<file path="config.mk">
export PLATFORM = sky130hd
export DESIGN_NAME = egress_sched
export DESIGN_NICKNAME = d
export VERILOG_FILES = /design/src/rtl/egsched_pkg.sv /design/src/rtl/egsched_cfg.sv /design/src/rtl/egsched_rrfind.sv /design/src/rtl/egress_sched.sv
export SDC_FILE = /design/constraint.sdc
export NUM_CORES = 1
export LEC_CHECK = 0
export CORE_ASPECT_RATIO = 0.5
export CORE_MARGIN = 2
export CORE_UTILIZATION = 57
export DETAILED_ROUTE_END_ITERATION = 8
export DONT_BUFFER_PORTS = 1
export GPL_TIMING_DRIVEN = 0
export PLACE_DENSITY = 0.84
export SLEW_MARGIN = 20
export SYNTH_ARGS = -nofsm -noshare
export SYNTH_HDL_FRONTEND = slang
export SYNTH_SLANG_ARGS = --single-unit
</file>
<file path="constraint.sdc">
create_clock -name clk -period 2.7 [get_ports clk]
set_clock_uncertainty 0.05 [all_clocks]
set_input_delay 0.54 -clock clk [delete_from_list [all_inputs] [get_ports clk]]
set_output_delay 0.54 -clock clk [all_outputs]
set_load 0.01 [all_outputs]
</file>
<file path="src/rtl/egsched_pkg.sv">
package egsched_pkg;
  localparam int CFG_AW = 4;
  localparam int CFG_DW = 8;
  localparam logic [CFG_AW-1:0] A_IDX  = 4'd0;
  localparam logic [CFG_AW-1:0] A_MODE = 4'd1;
  localparam logic [CFG_AW-1:0] A_WGT  = 4'd2;
  localparam int A_RL = 8;
  typedef enum logic { M_WRR = 1'b0, M_STRICT = 1'b1 } qmode_e;
endpackage

</file>
<file path="src/rtl/egsched_cfg.sv">
module egsched_cfg
  import egsched_pkg::*;
#(
  parameter int NQ = 4,
  parameter int WW = 8,
  localparam int QW = $clog2(NQ)
) (
  input  logic                     clk,
  input  logic                     rst_n,
  input  logic                     cfg_we,
  input  logic [CFG_AW-1:0]        cfg_addr,
  input  logic [CFG_DW-1:0]        cfg_wdata,
  output logic [NQ-1:0]            strict_mask,
  output logic [NQ-1:0][WW-1:0]    wgt,
  output logic                     limit_on
);
  logic [QW-1:0]              idx_q;
  qmode_e                     mode_q   [NQ];
  logic [NQ-1:0][WW-1:0]      wgt_q;
  logic [NQ-1:0][CFG_DW-1:0]  rl_stage_q;
  logic [NQ-1:0][CFG_DW-1:0]  rl_act_q;

  always_ff @(posedge clk) begin
    if (!rst_n) begin
      idx_q      <= '0;
      rl_stage_q <= '0;
      rl_act_q   <= '0;
      for (int q = 0; q < NQ; q++) begin
        mode_q[q] <= M_WRR;
        wgt_q[q]  <= WW'(1);
      end
    end else if (cfg_we) begin
      if (cfg_addr == A_IDX)  idx_q         <= cfg_wdata[QW-1:0];
      if (cfg_addr == A_MODE) mode_q[idx_q] <= qmode_e'(cfg_wdata[0]);
      if (cfg_addr == A_WGT)  wgt_q[idx_q]  <= cfg_wdata[WW-1:0];
      for (int q = 0; q < NQ; q++) begin
        if (int'(cfg_addr) == A_RL + q) begin
          rl_stage_q[q] <= cfg_wdata;
          if (q == NQ - 1) begin
            for (int j = 0; j < NQ - 1; j++) rl_act_q[j] <= rl_stage_q[j];
            rl_act_q[NQ-1] <= cfg_wdata;
          end
        end
      end
    end
  end

  always_comb begin
    limit_on = 1'b0;
    for (int q = 0; q < NQ; q++) begin
      strict_mask[q] = (mode_q[q] == M_STRICT);
      if (rl_act_q[q] != '0) limit_on = 1'b1;
    end
  end
  assign wgt = wgt_q;

  // staging writes below the last queue leave the active limits alone
  a_r8_staged_no_effect: assert property (@(posedge clk) disable iff (!rst_n)
    (cfg_we && int'(cfg_addr) >= A_RL && int'(cfg_addr) < A_RL + NQ - 1)
      |=> $stable(limit_on));

  // modes move only on a write to the mode address
  a_r3_mode_only_on_write: assert property (@(posedge clk) disable iff (!rst_n)
    !(cfg_we && cfg_addr == A_MODE) |=> $stable(strict_mask));
endmodule

</file>
<file path="src/rtl/egsched_rrfind.sv">
module egsched_rrfind #(
  parameter int N = 4,
  localparam int W = $clog2(N)
) (
  input  logic [N-1:0] req,
  input  logic [W-1:0] ptr,
  output logic         found,
  output logic [W-1:0] idx
);
  logic [W-1:0] cand;
  always_comb begin
    found = 1'b0;
    idx   = ptr;
    cand  = ptr;
    // Scan from farthest to nearest so the nearest request after ptr wins;
    // ptr itself (k = N) is the last resort.
    for (int k = N; k >= 1; k--) begin
      cand = ptr + W'(k);
      if (req[cand]) begin
        found = 1'b1;
        idx   = cand;
      end
    end
  end
endmodule

</file>
<file path="src/rtl/egress_sched.sv">
module egress_sched
  import egsched_pkg::*;
#(
  parameter int NQ = 4,
  parameter int WW = 8
) (
  input  logic              clk,
  input  logic              rst_n,
  input  logic              cfg_we,
  input  logic [3:0]        cfg_addr,
  input  logic [7:0]        cfg_wdata,
  input  logic [NQ-1:0]     q_pend,
  input  logic              eop,
  output logic [NQ-1:0]     grant,
  output logic              limit_active
);
  localparam int QW = $clog2(NQ);

  logic [NQ-1:0]          strict_mask;
  logic [NQ-1:0][WW-1:0]  wgt;
  logic                   limit_on;

  egsched_cfg #(.NQ(NQ), .WW(WW)) u_cfg (
    .clk(clk), .rst_n(rst_n), .cfg_we(cfg_we), .cfg_addr(cfg_addr),
    .cfg_wdata(cfg_wdata), .strict_mask(strict_mask), .wgt(wgt),
    .limit_on(limit_on)
  );

  logic [NQ-1:0] grant_q;
  logic [QW-1:0] last_q, wptr_q;
  logic [WW-1:0] wsent_q;
  logic          busy;
  assign busy = |grant_q;

  logic [NQ-1:0] strict_req, wrr_req;
  assign strict_req = q_pend & strict_mask;
  assign wrr_req    = q_pend & ~strict_mask;

  logic          rr_found, w_found;
  logic [QW-1:0] rr_idx, w_idx;

  egsched_rrfind #(.N(NQ)) u_rr_all (
    .req(q_pend), .ptr(last_q), .found(rr_found), .idx(rr_idx));
  egsched_rrfind #(.N(NQ)) u_rr_wrr (
    .req(wrr_req), .ptr(wptr_q), .found(w_found), .idx(w_idx));

  logic [WW-1:0] w_eff;
  logic          stay_ok;
  assign w_eff   = (wgt[wptr_q] == '0) ? WW'(1) : wgt[wptr_q];
  assign stay_ok = wrr_req[wptr_q] && (wsent_q < w_eff);

  logic          pick_v, pick_wrr, pick_rot;
  logic [QW-1:0] pick_idx;
  always_comb begin
    pick_v   = 1'b0;
    pick_wrr = 1'b0;
    pick_rot = 1'b0;
    pick_idx = '0;
    if (limit_on) begin
      pick_v   = rr_found;
      pick_idx = rr_idx;
    end else if (|strict_req) begin
      pick_v = 1'b1;
      for (int q = 0; q < NQ; q++)
        if (strict_req[q]) pick_idx = QW'(q);
    end else if (stay_ok) begin
      pick_v   = 1'b1;
      pick_wrr = 1'b1;
      pick_idx = wptr_q;
    end else if (w_found) begin
      pick_v   = 1'b1;
      pick_wrr = 1'b1;
      pick_rot = 1'b1;
      pick_idx = w_idx;
    end
  end

  always_ff @(posedge clk) begin
    if (!rst_n) begin
      grant_q <= '0;
      last_q  <= QW'(NQ - 1);
      wptr_q  <= QW'(NQ - 1);
      wsent_q <= '1;
    end else if (!busy) begin
      if (pick_v) begin
        grant_q  <= '0;
        grant_q[pick_idx] <= 1'b1;
        last_q   <= pick_idx;
        if (pick_wrr) begin
          if (pick_rot) begin
            wptr_q  <= pick_idx;
            wsent_q <= WW'(1);
          end else begin
            wsent_q <= wsent_q + WW'(1);
          end
        end
      end
    end else if (eop) begin
      grant_q <= '0;
    end
  end

  assign grant        = grant_q;
  assign limit_active = limit_on;

  a_r1_onehot: assert property (@(posedge clk) disable iff (!rst_n)
    $onehot0(grant));

  a_r1_to_pending: assert property (@(posedge clk) disable iff (!rst_n)
    (grant == '0 && q_pend != '0) |=> ((grant & $past(q_pend)) != '0));

  a_r1_idle_none: assert property (@(posedge clk) disable iff (!rst_n)
    (grant == '0 && q_pend == '0) |=> (grant == '0));

  a_r2_hold: assert property (@(posedge clk) disable iff (!rst_n)
    (grant != '0 && !eop) |=> (grant == $past(grant)));

  a_r2_release: assert property (@(posedge clk) disable iff (!rst_n)
    (grant != '0 && eop) |=> (grant == '0));

  a_r5_strict_first: assert property (@(posedge clk) disable iff (!rst_n)
    (grant == '0 && !limit_active && (q_pend & strict_mask) != '0)
      |=> ((grant & $past(q_pend & strict_mask)) != '0));
endmodule

</file>
==> results by group, run 1 <==
Synthesis
  – Yosys cell types: approximately 50
  – Post-synth EDFFs: 1
  – Adder-cell share of the synthesized area: 0.0204
  – Syn_nets: between 500 and 600
  – #FFs+latches synth: between 100 and 150
  – Syn. warnings: 0
  – Mux contribution to synthesized area: 0.163
  – Synth Instances: 555
  – Share of synthesized flip-flops with an asynchronous set or reset: 0
  – Xor/xnor share of the synthesized area: 0
  – Synth Area per Inst: around 9 um^2
  – Post-synth top area cell: dfxtp_1
  – Top_reg_cell synth: dfxtp_1
  – Dominant cells by area after synthesis: dfxtp_1, mux2i_1, nand2_1
  – Largest family of logic cells by synthesized area: simple AND/OR/NAND/NOR gates
  – Compound-Gate Fraction of Synth Area: 0.117
  – Synth Area in Simple Gates: 0.206
  – Post-synth top area share: 0.445
  – Mapped cell area: about 4900 um^2
  – Register area share after synthesis: 0.451

Cells and area
  – Commonest cells after routing, fill and taps aside: dfxtp_1, nand2_1, nor2_1
  – Final #Nets: 601
  – Commonest non-fill, non-tap cell in the layout: dfxtp_1
  – Fillers: 612
  – Share of cells above drive strength 1: 0.131
  – Synth-to-Final Area Change: 14.8%
  – Design Area, Final: between 5000 and 6000 um^2
  – Diode count: 0

Die
  – I/O pin count: 25
  – Row count: 23
  – Die footprint: approximately 9400 um^2
  – Initial core utilization: 0.600
  – Die X: 135 um
  – Core box area: between 8000 and 9000 um^2
  – Die height: about 70 um

Critical path
  – CP required: 2.86 ns
  – Slowest stage delay, CP: 0.51 ns
  – Setup crit start: wptr_q[0]
  – Worst-path fanout max: 6
  – CP Cell Sequence: buf_8 > buf_8 > mux4_2 > inv_2 > ha_4 > a21oi_4 > inv_2 > o31ai_4 > o21ai_2 > mux2_4 > a31oi_4 > o211ai_1
  – CP bufs+invs: 4
  – Slowest CP cell: mux4_2
  – Worst Setup Start Kind: flip-flop
  – Flop2flop setup slack: -0.16 ns
  – Setup Crit Path Kind: reg -> reg
  – CP top delay family: compound AO/OA/AOI/OAI gates
  – Critical path arrival: about 3.0 ns
  – RR Startpoint: wptr_q[0]
  – CP endpoint kind: flip-flop

Global route
  – Vias in the first global route: around 3900
  – GRT overflow: 0
  – Global-route usage over all layers: 0.257
  – First-pass GRT wire length: ~19000 um
  – Largest net degree at the start of global routing: 20
  – Initial antenna violation count: 0

Routing
  – Routed length per instance: approximately 17 um
  – Residual DRC count: 0
  – Wirelength, routed: 12000 um
  – Vias per Instance: 5.98
  – DRT iter0 DRCs: between 300 and 400
  – Drt first pass iters: 5
  – Antenna viol nets, final: 0
  – Vias: 4128

Clocking
  – Clock Sink Count: 110
  – Clk pin slew, worst setup/hold paths: around 0.07 ns
  – # hold bufs at CTS: 0
  – CTS tree: yes
  – CTS Buf Count: 9
  – CTS root buffer: clkbuf_16
  – Clock Path Buffers: 2
  – H-tree Lvls: 3
  – Worst-Skew Late Latency: approximately 0.35 ns

Power
  – Power per cell area: 831 nW/um^2
  – Leak: 2.23 nW
  – Worst vdd ir: between 300 and 400 uV

Run status
  – Status: finished, violations left
  – Failing checks: setup timing

STA
  – Final Hold Viols: 0
  – Relative slew slack: 0.296
  – Pins Over Slew Limit: 0
  – Final Cycle Share: 1.06
  – RSZ-0062 raised after global routing: yes
  – Final Worst Setup Slack: -0.156 ns
  – Worst-Margin Slew: approximately 1.1 ns
  – Hold_ws: 0.281 ns
  – Final setup violating endpoints: 10
  – Fmax: around 350 MHz
  – Min Tclk post-route: between 2 and 3 ns

Place
  – Post-DP HPWL: roughly 7600 um
  – Buffers added on ports: 0
  – Area after DPL: just over 5000 um^2
  – Gpl congestion: about 0.84

Min path
  – Worst min path class: in -> reg
  – Worst Hold Launch: cfg_wdata[0]

Job
  – Max-cap violations: 0
[where the power goes]
part	internal, mW	switching (mW)
clock network	0.859	0.628
registers	1.74	0.145
logic	0.614	0.695
[what timing repair did]
item                       4_1_cts  5_1_grt
setup buffers                    6        0
pin swaps                       15       10
gates cloned                     1        0
setup endpoints to repair       16       17
resized for setup               29       14
[state kept, by name, summed over array words and instances (netlist names)]
name and cells:
u_cfg.rl_act_q 32, u_cfg.wgt 32, u_cfg.rl_stage_q 24, wsent_q 8, grant 4, u_cfg.mode_q 4
last_q 2, u_cfg.idx_q 2, wptr_q 2
[worst reg2reg max path, delay by kind of cell (launching register included)]
| family | cells | cell delay (ns) |
|---|---|---|
| fa+ha+maj | 1 | 0.21 |
| buf+inv | 4 | 0.41 |
| compound gates | 5 | 0.87 |
| mux | 2 | 0.86 |
| flops | 1 | 0.34 |
[layout make-up]
type,instances,area [um^2],share of cell area
clock inverters,6,100,0.0178
flip-flops and latches,110,2210,0.393
well taps,112,140,0.0249
repair buffers,7,52.6,0.00933
multi-input cells,394,2660,0.473
plain buffers,34,160,0.0284
clock buffers,10,239,0.0424
inverters,17,63.8,0.0113
[metrics by stage]
stage / worst slack, ns / power, mW / instances / TNS (ns) / util
after global placement: -0.220 / 2.89 / 667 / -2.23 / 0.622
final: -0.156 / 4.68 / 690 / -0.828 / 0.689
after detailed placement: -0.254 / 2.93 / 667 / -2.66 / 0.622
after global routing: -0.263 / 4.87 / 690 / -2.35 / 0.689
after floorplan: -0.0313 / 2.72 / 555 / -0.160 / -
after CTS: -0.110 / 4.56 / 690 / -0.483 / 0.682
[logic make-up after synthesis]
| family | after synthesis |
|---|---|
| and+or+nand+nor | 230 |
| DFF | 110 |
| AOI/OAI and AO/OA | 88 |
| muxes | 68 |
| buffers and inverters | 51 |
| adders and majority gates | 8 |
[cell usage after synthesis, types with 9 or more instances]
cell        n
clkbuf_1   28
a21oi_1    45
mux4_2      9
o21ai_0    10
nor4_1     10
mux2i_1    58
nand3_1    10
dfxtp_1   109
nor2_1     67
nand2_1   106
inv_1      17
[metal layers]
layer,share of wire,vias to the layer above,track usage,wire length (um)
li1,-,1959,-,-
met5,0,-,0,0
met3,0.068,24,0.0680,818
met4,0.020,0,0.0856,243
met1,0.43,1977,0.320,5120
met2,0.48,168,0.435,5770
[final timing paths]
| check | endpoint | cells after the start |
|---|---|---|
| hold reg to reg | u_cfg.rl_act_q[15] | 2 |
| setup reg to reg | wptr_q[1] | 12 |
| hold / removal | u_cfg.mode_q[2] | 2 |
| setup / recovery | wptr_q[1] | 12 |
(Power assumes the default switching activity.)
==> run 2: changes to the inputs <==
--- a/config.mk
+++ b/config.mk
@@ -8,6 +8,7 @@
 export CORE_ASPECT_RATIO = 0.5
 export CORE_MARGIN = 2
 export CORE_UTILIZATION = 57
+export CTS_BUF_LIST = sky130_fd_sc_hd__clkbuf_16
 export DETAILED_ROUTE_END_ITERATION = 8
 export DONT_BUFFER_PORTS = 1
 export GPL_TIMING_DRIVEN = 0
==> run 2 against run 1 <==
Compared with the run above:
- clock power down 3%
- sequential power about the same
- largest power group unchanged
- first-iteration DRC count down 9.4%
- via count down 0.80%
- the run still ends with setup timing left
- register-to-register slack about the same
- combinational power about the same
- flip-flop and latch count unchanged
- power down 0.93%
==> results by group, run 2 (synthesized netlist as in run 1, its figures left out) <==
Run status
  – Status: finished, violations left
  – Failing checks: setup timing

Power
  – Int Pwr: 3.18 mW
  – Clk pwr share: 0.314
  – NetSw: ~1.5 mW
  – Sw Share: 0.314
  – Leak: roughly 2.2 nW
  – Combinational Power Share: 0.280
  – Power per cell area: just over 800 nW/um^2
  – Worst vdd ir: roughly 390 uV
  – Sequential fraction of design power: 0.406

Critical path
  – Flop2flop setup slack: -0.14 ns
  – Slowest stage delay, CP: between 0.5 and 0.6 ns
  – Most frequent CP cell: buf_8
  – RR Startpoint: wptr_q[0]
  – CP endpoint kind: flip-flop
  – Critical R2R Capture: wptr_q[1]
  – Worst-path fanout max: 6
  – Slowest CP cell: mux4_2
  – Critical path endpoint: wptr_q[1]
  – Critical path arrival: 3.00 ns
  – CP Cell Sequence: buf_8 > buf_8 > mux4_2 > inv_2 > ha_4 > a21boi_4 > o31ai_4 > o21ai_2 > mux2_4 > a31oi_4 > o211ai_1
  – CP required: roughly 2.9 ns
  – Worst reg-to-reg path cell count: 11
  – Setup crit start: wptr_q[0]
  – Setup Crit Path Kind: reg -> reg
  – Worst Setup Start Kind: flip-flop

Routing
  – Antenna viol nets, final: 0
  – Vias per Instance: 5.93
  – Drt first pass iters: 5
  – DRT iter0 DRCs: about 350
  – Vias: 4095
  – Residual DRC count: 0
  – Wirelength, routed: about 12000 um
  – Routed length per instance: between 15 and 20 um

Global route
  – Initial antenna violation count: 0
  – GRT overflow: 0
  – Vias in the first global route: just under 4000
  – Largest net degree at the start of global routing: 20
  – First-pass GRT wire length: 18800 um
  – Global-route usage over all layers: 0.254

STA
  – RSZ-0062 raised after global routing: yes
  – Final Cycle Share: 1.05
  – Final setup TNS: -0.735 ns
  – Final Hold Viols: 0
  – Relative slew slack: 0.306
  – Min Tclk post-route: 2.84 ns
  – Fmax: 352 MHz
  – Pins Over Slew Limit: 0
  – Final Worst Setup Slack: -0.142 ns
  – Worst-Margin Slew: between 1 and 1.5 ns
  – Final setup violating endpoints: 10

Clocking
  – Clk pin slew, worst setup/hold paths: roughly 0.070 ns
  – Clock Sink Count: 110
  – CTS tree: yes
  – CTS root buffer: clkbuf_16
  – Clock Path Buffers: 2
  – Worst-Skew Late Latency: 0.35 ns
  – CTS Buf Count: 9
  – H-tree Lvls: 3
  – # hold bufs at CTS: 0

Die
  – Row count: 23
  – Core box area: roughly 8000 um^2
  – Die footprint: roughly 9400 um^2
  – Die X: ~140 um
  – I/O pin count: 25
  – Initial core utilization: 0.600
  – Die height: about 70 um

Place
  – Gpl congestion: approximately 0.84
  – Post-DP HPWL: about 7600 um
  – Buffers added on ports: 0
  – Setup WS pre-CTS: -0.254 ns
  – Placed insts: about 670

Cells and area
  – Finished Core Util: 0.687
  – Fillers: between 600 and 700
  – Commonest non-fill, non-tap cell in the layout: dfxtp_1
  – Commonest cells after routing, fill and taps aside: dfxtp_1, nand2_1, nor2_1
  – Diode count: 0
  – Non-filler cells, final: 690
  – Final #Nets: about 600
  – Share of cells above drive strength 1: 0.130
  – Synth-to-Final Area Change: 14.5%

Job
  – Max-cap violations: 0

Min path
  – Hold path cells: 2
  – Worst min path class: in -> reg
-- run 2: changes by cell type in the layout (fill, tap and decap cells not counted), sizes merged --
cell / before / now
clkbuf: 38 / 37
clkinv: 0 / 1
-- run 2: how the worst min path moves through the flow --
stage	from	end	slack (ns)
after floorplan	u_cfg.rl_stage_q[10]	u_cfg.rl_act_q[10]	0.38
after global placement	u_cfg.rl_stage_q[16]	u_cfg.rl_act_q[16]	0.39
after detailed placement	u_cfg.rl_stage_q[15]	u_cfg.rl_act_q[15]	0.39
after CTS	cfg_wdata[0]	u_cfg.mode_q[0]	0.28
after global routing	cfg_wdata[0]	u_cfg.mode_q[1]	0.28
final	cfg_wdata[0]	u_cfg.mode_q[0]	0.28
-- run 2: per-layer routing --
layer	routed length (um)	share of wire	GRT usage	vias up
li1	-	-	-	1964
met1	4990	0.43	0.321	1959
met2	5670	0.48	0.431	151
met3	859	0.073	0.0621	21
met4	194	0.017	0.0799	0
met5	0	0	0	-
-- run 2: what timing repair did --
action,CTS,global route
cloned,1,0
resized for setup,29,13
setup endpoints to repair,16,17
buffers inserted,6,0
hold endpoints to repair,0,0
pin swaps,15,9
-- run 2: worst max-delay path: cells and delay by family (launching register included) --
family	cells	cell delay [ns]
AO/OA/AOI/OAI	5	0.92
adder cells (fa/ha/maj)	1	0.20
buffers and inverters	3	0.35
flip-flops	1	0.34
multiplexers	2	0.87
-- run 2: power groups by stage --
stage / Clock [mW] / Sequential (mW) / Combinational (mW)
2_1_floorplan: 0 / 1.87 / 0.848
3_3_place_gp: 0 / 1.89 / 0.998
4_1_cts: 1.46 / 1.88 / 1.19
3_5_place_dp: 0 / 1.90 / 1.03
5_1_grt: 1.53 / 1.90 / 1.41
6_report: 1.45 / 1.88 / 1.30
-- run 2: layout make-up --
| cell class | count | area [um^2] | area share |
|---|---|---|---|
| buffer | 34 | 160 | 0.0285 |
| multi-input combinational | 394 | 2660 | 0.473 |
| sequential | 110 | 2210 | 0.394 |
| tap | 112 | 140 | 0.0249 |
| clock buffer | 9 | 225 | 0.0401 |
| inverter | 17 | 63.8 | 0.0114 |
| clock inverter | 7 | 104 | 0.0185 |
| timing repair buffer | 7 | 52.6 | 0.00936 |
-- run 2: metrics by stage --
stage / cell area, um^2 / hold WS [ns] / power (mW)
floorplan: 4940 / 0.381 / 2.72
global placement: 5080 / 0.389 / 2.89
detailed placement: 5080 / 0.392 / 2.93
CTS: 5570 / 0.279 / 4.53
global route: 5620 / 0.282 / 4.84
finish: 5620 / 0.282 / 4.64
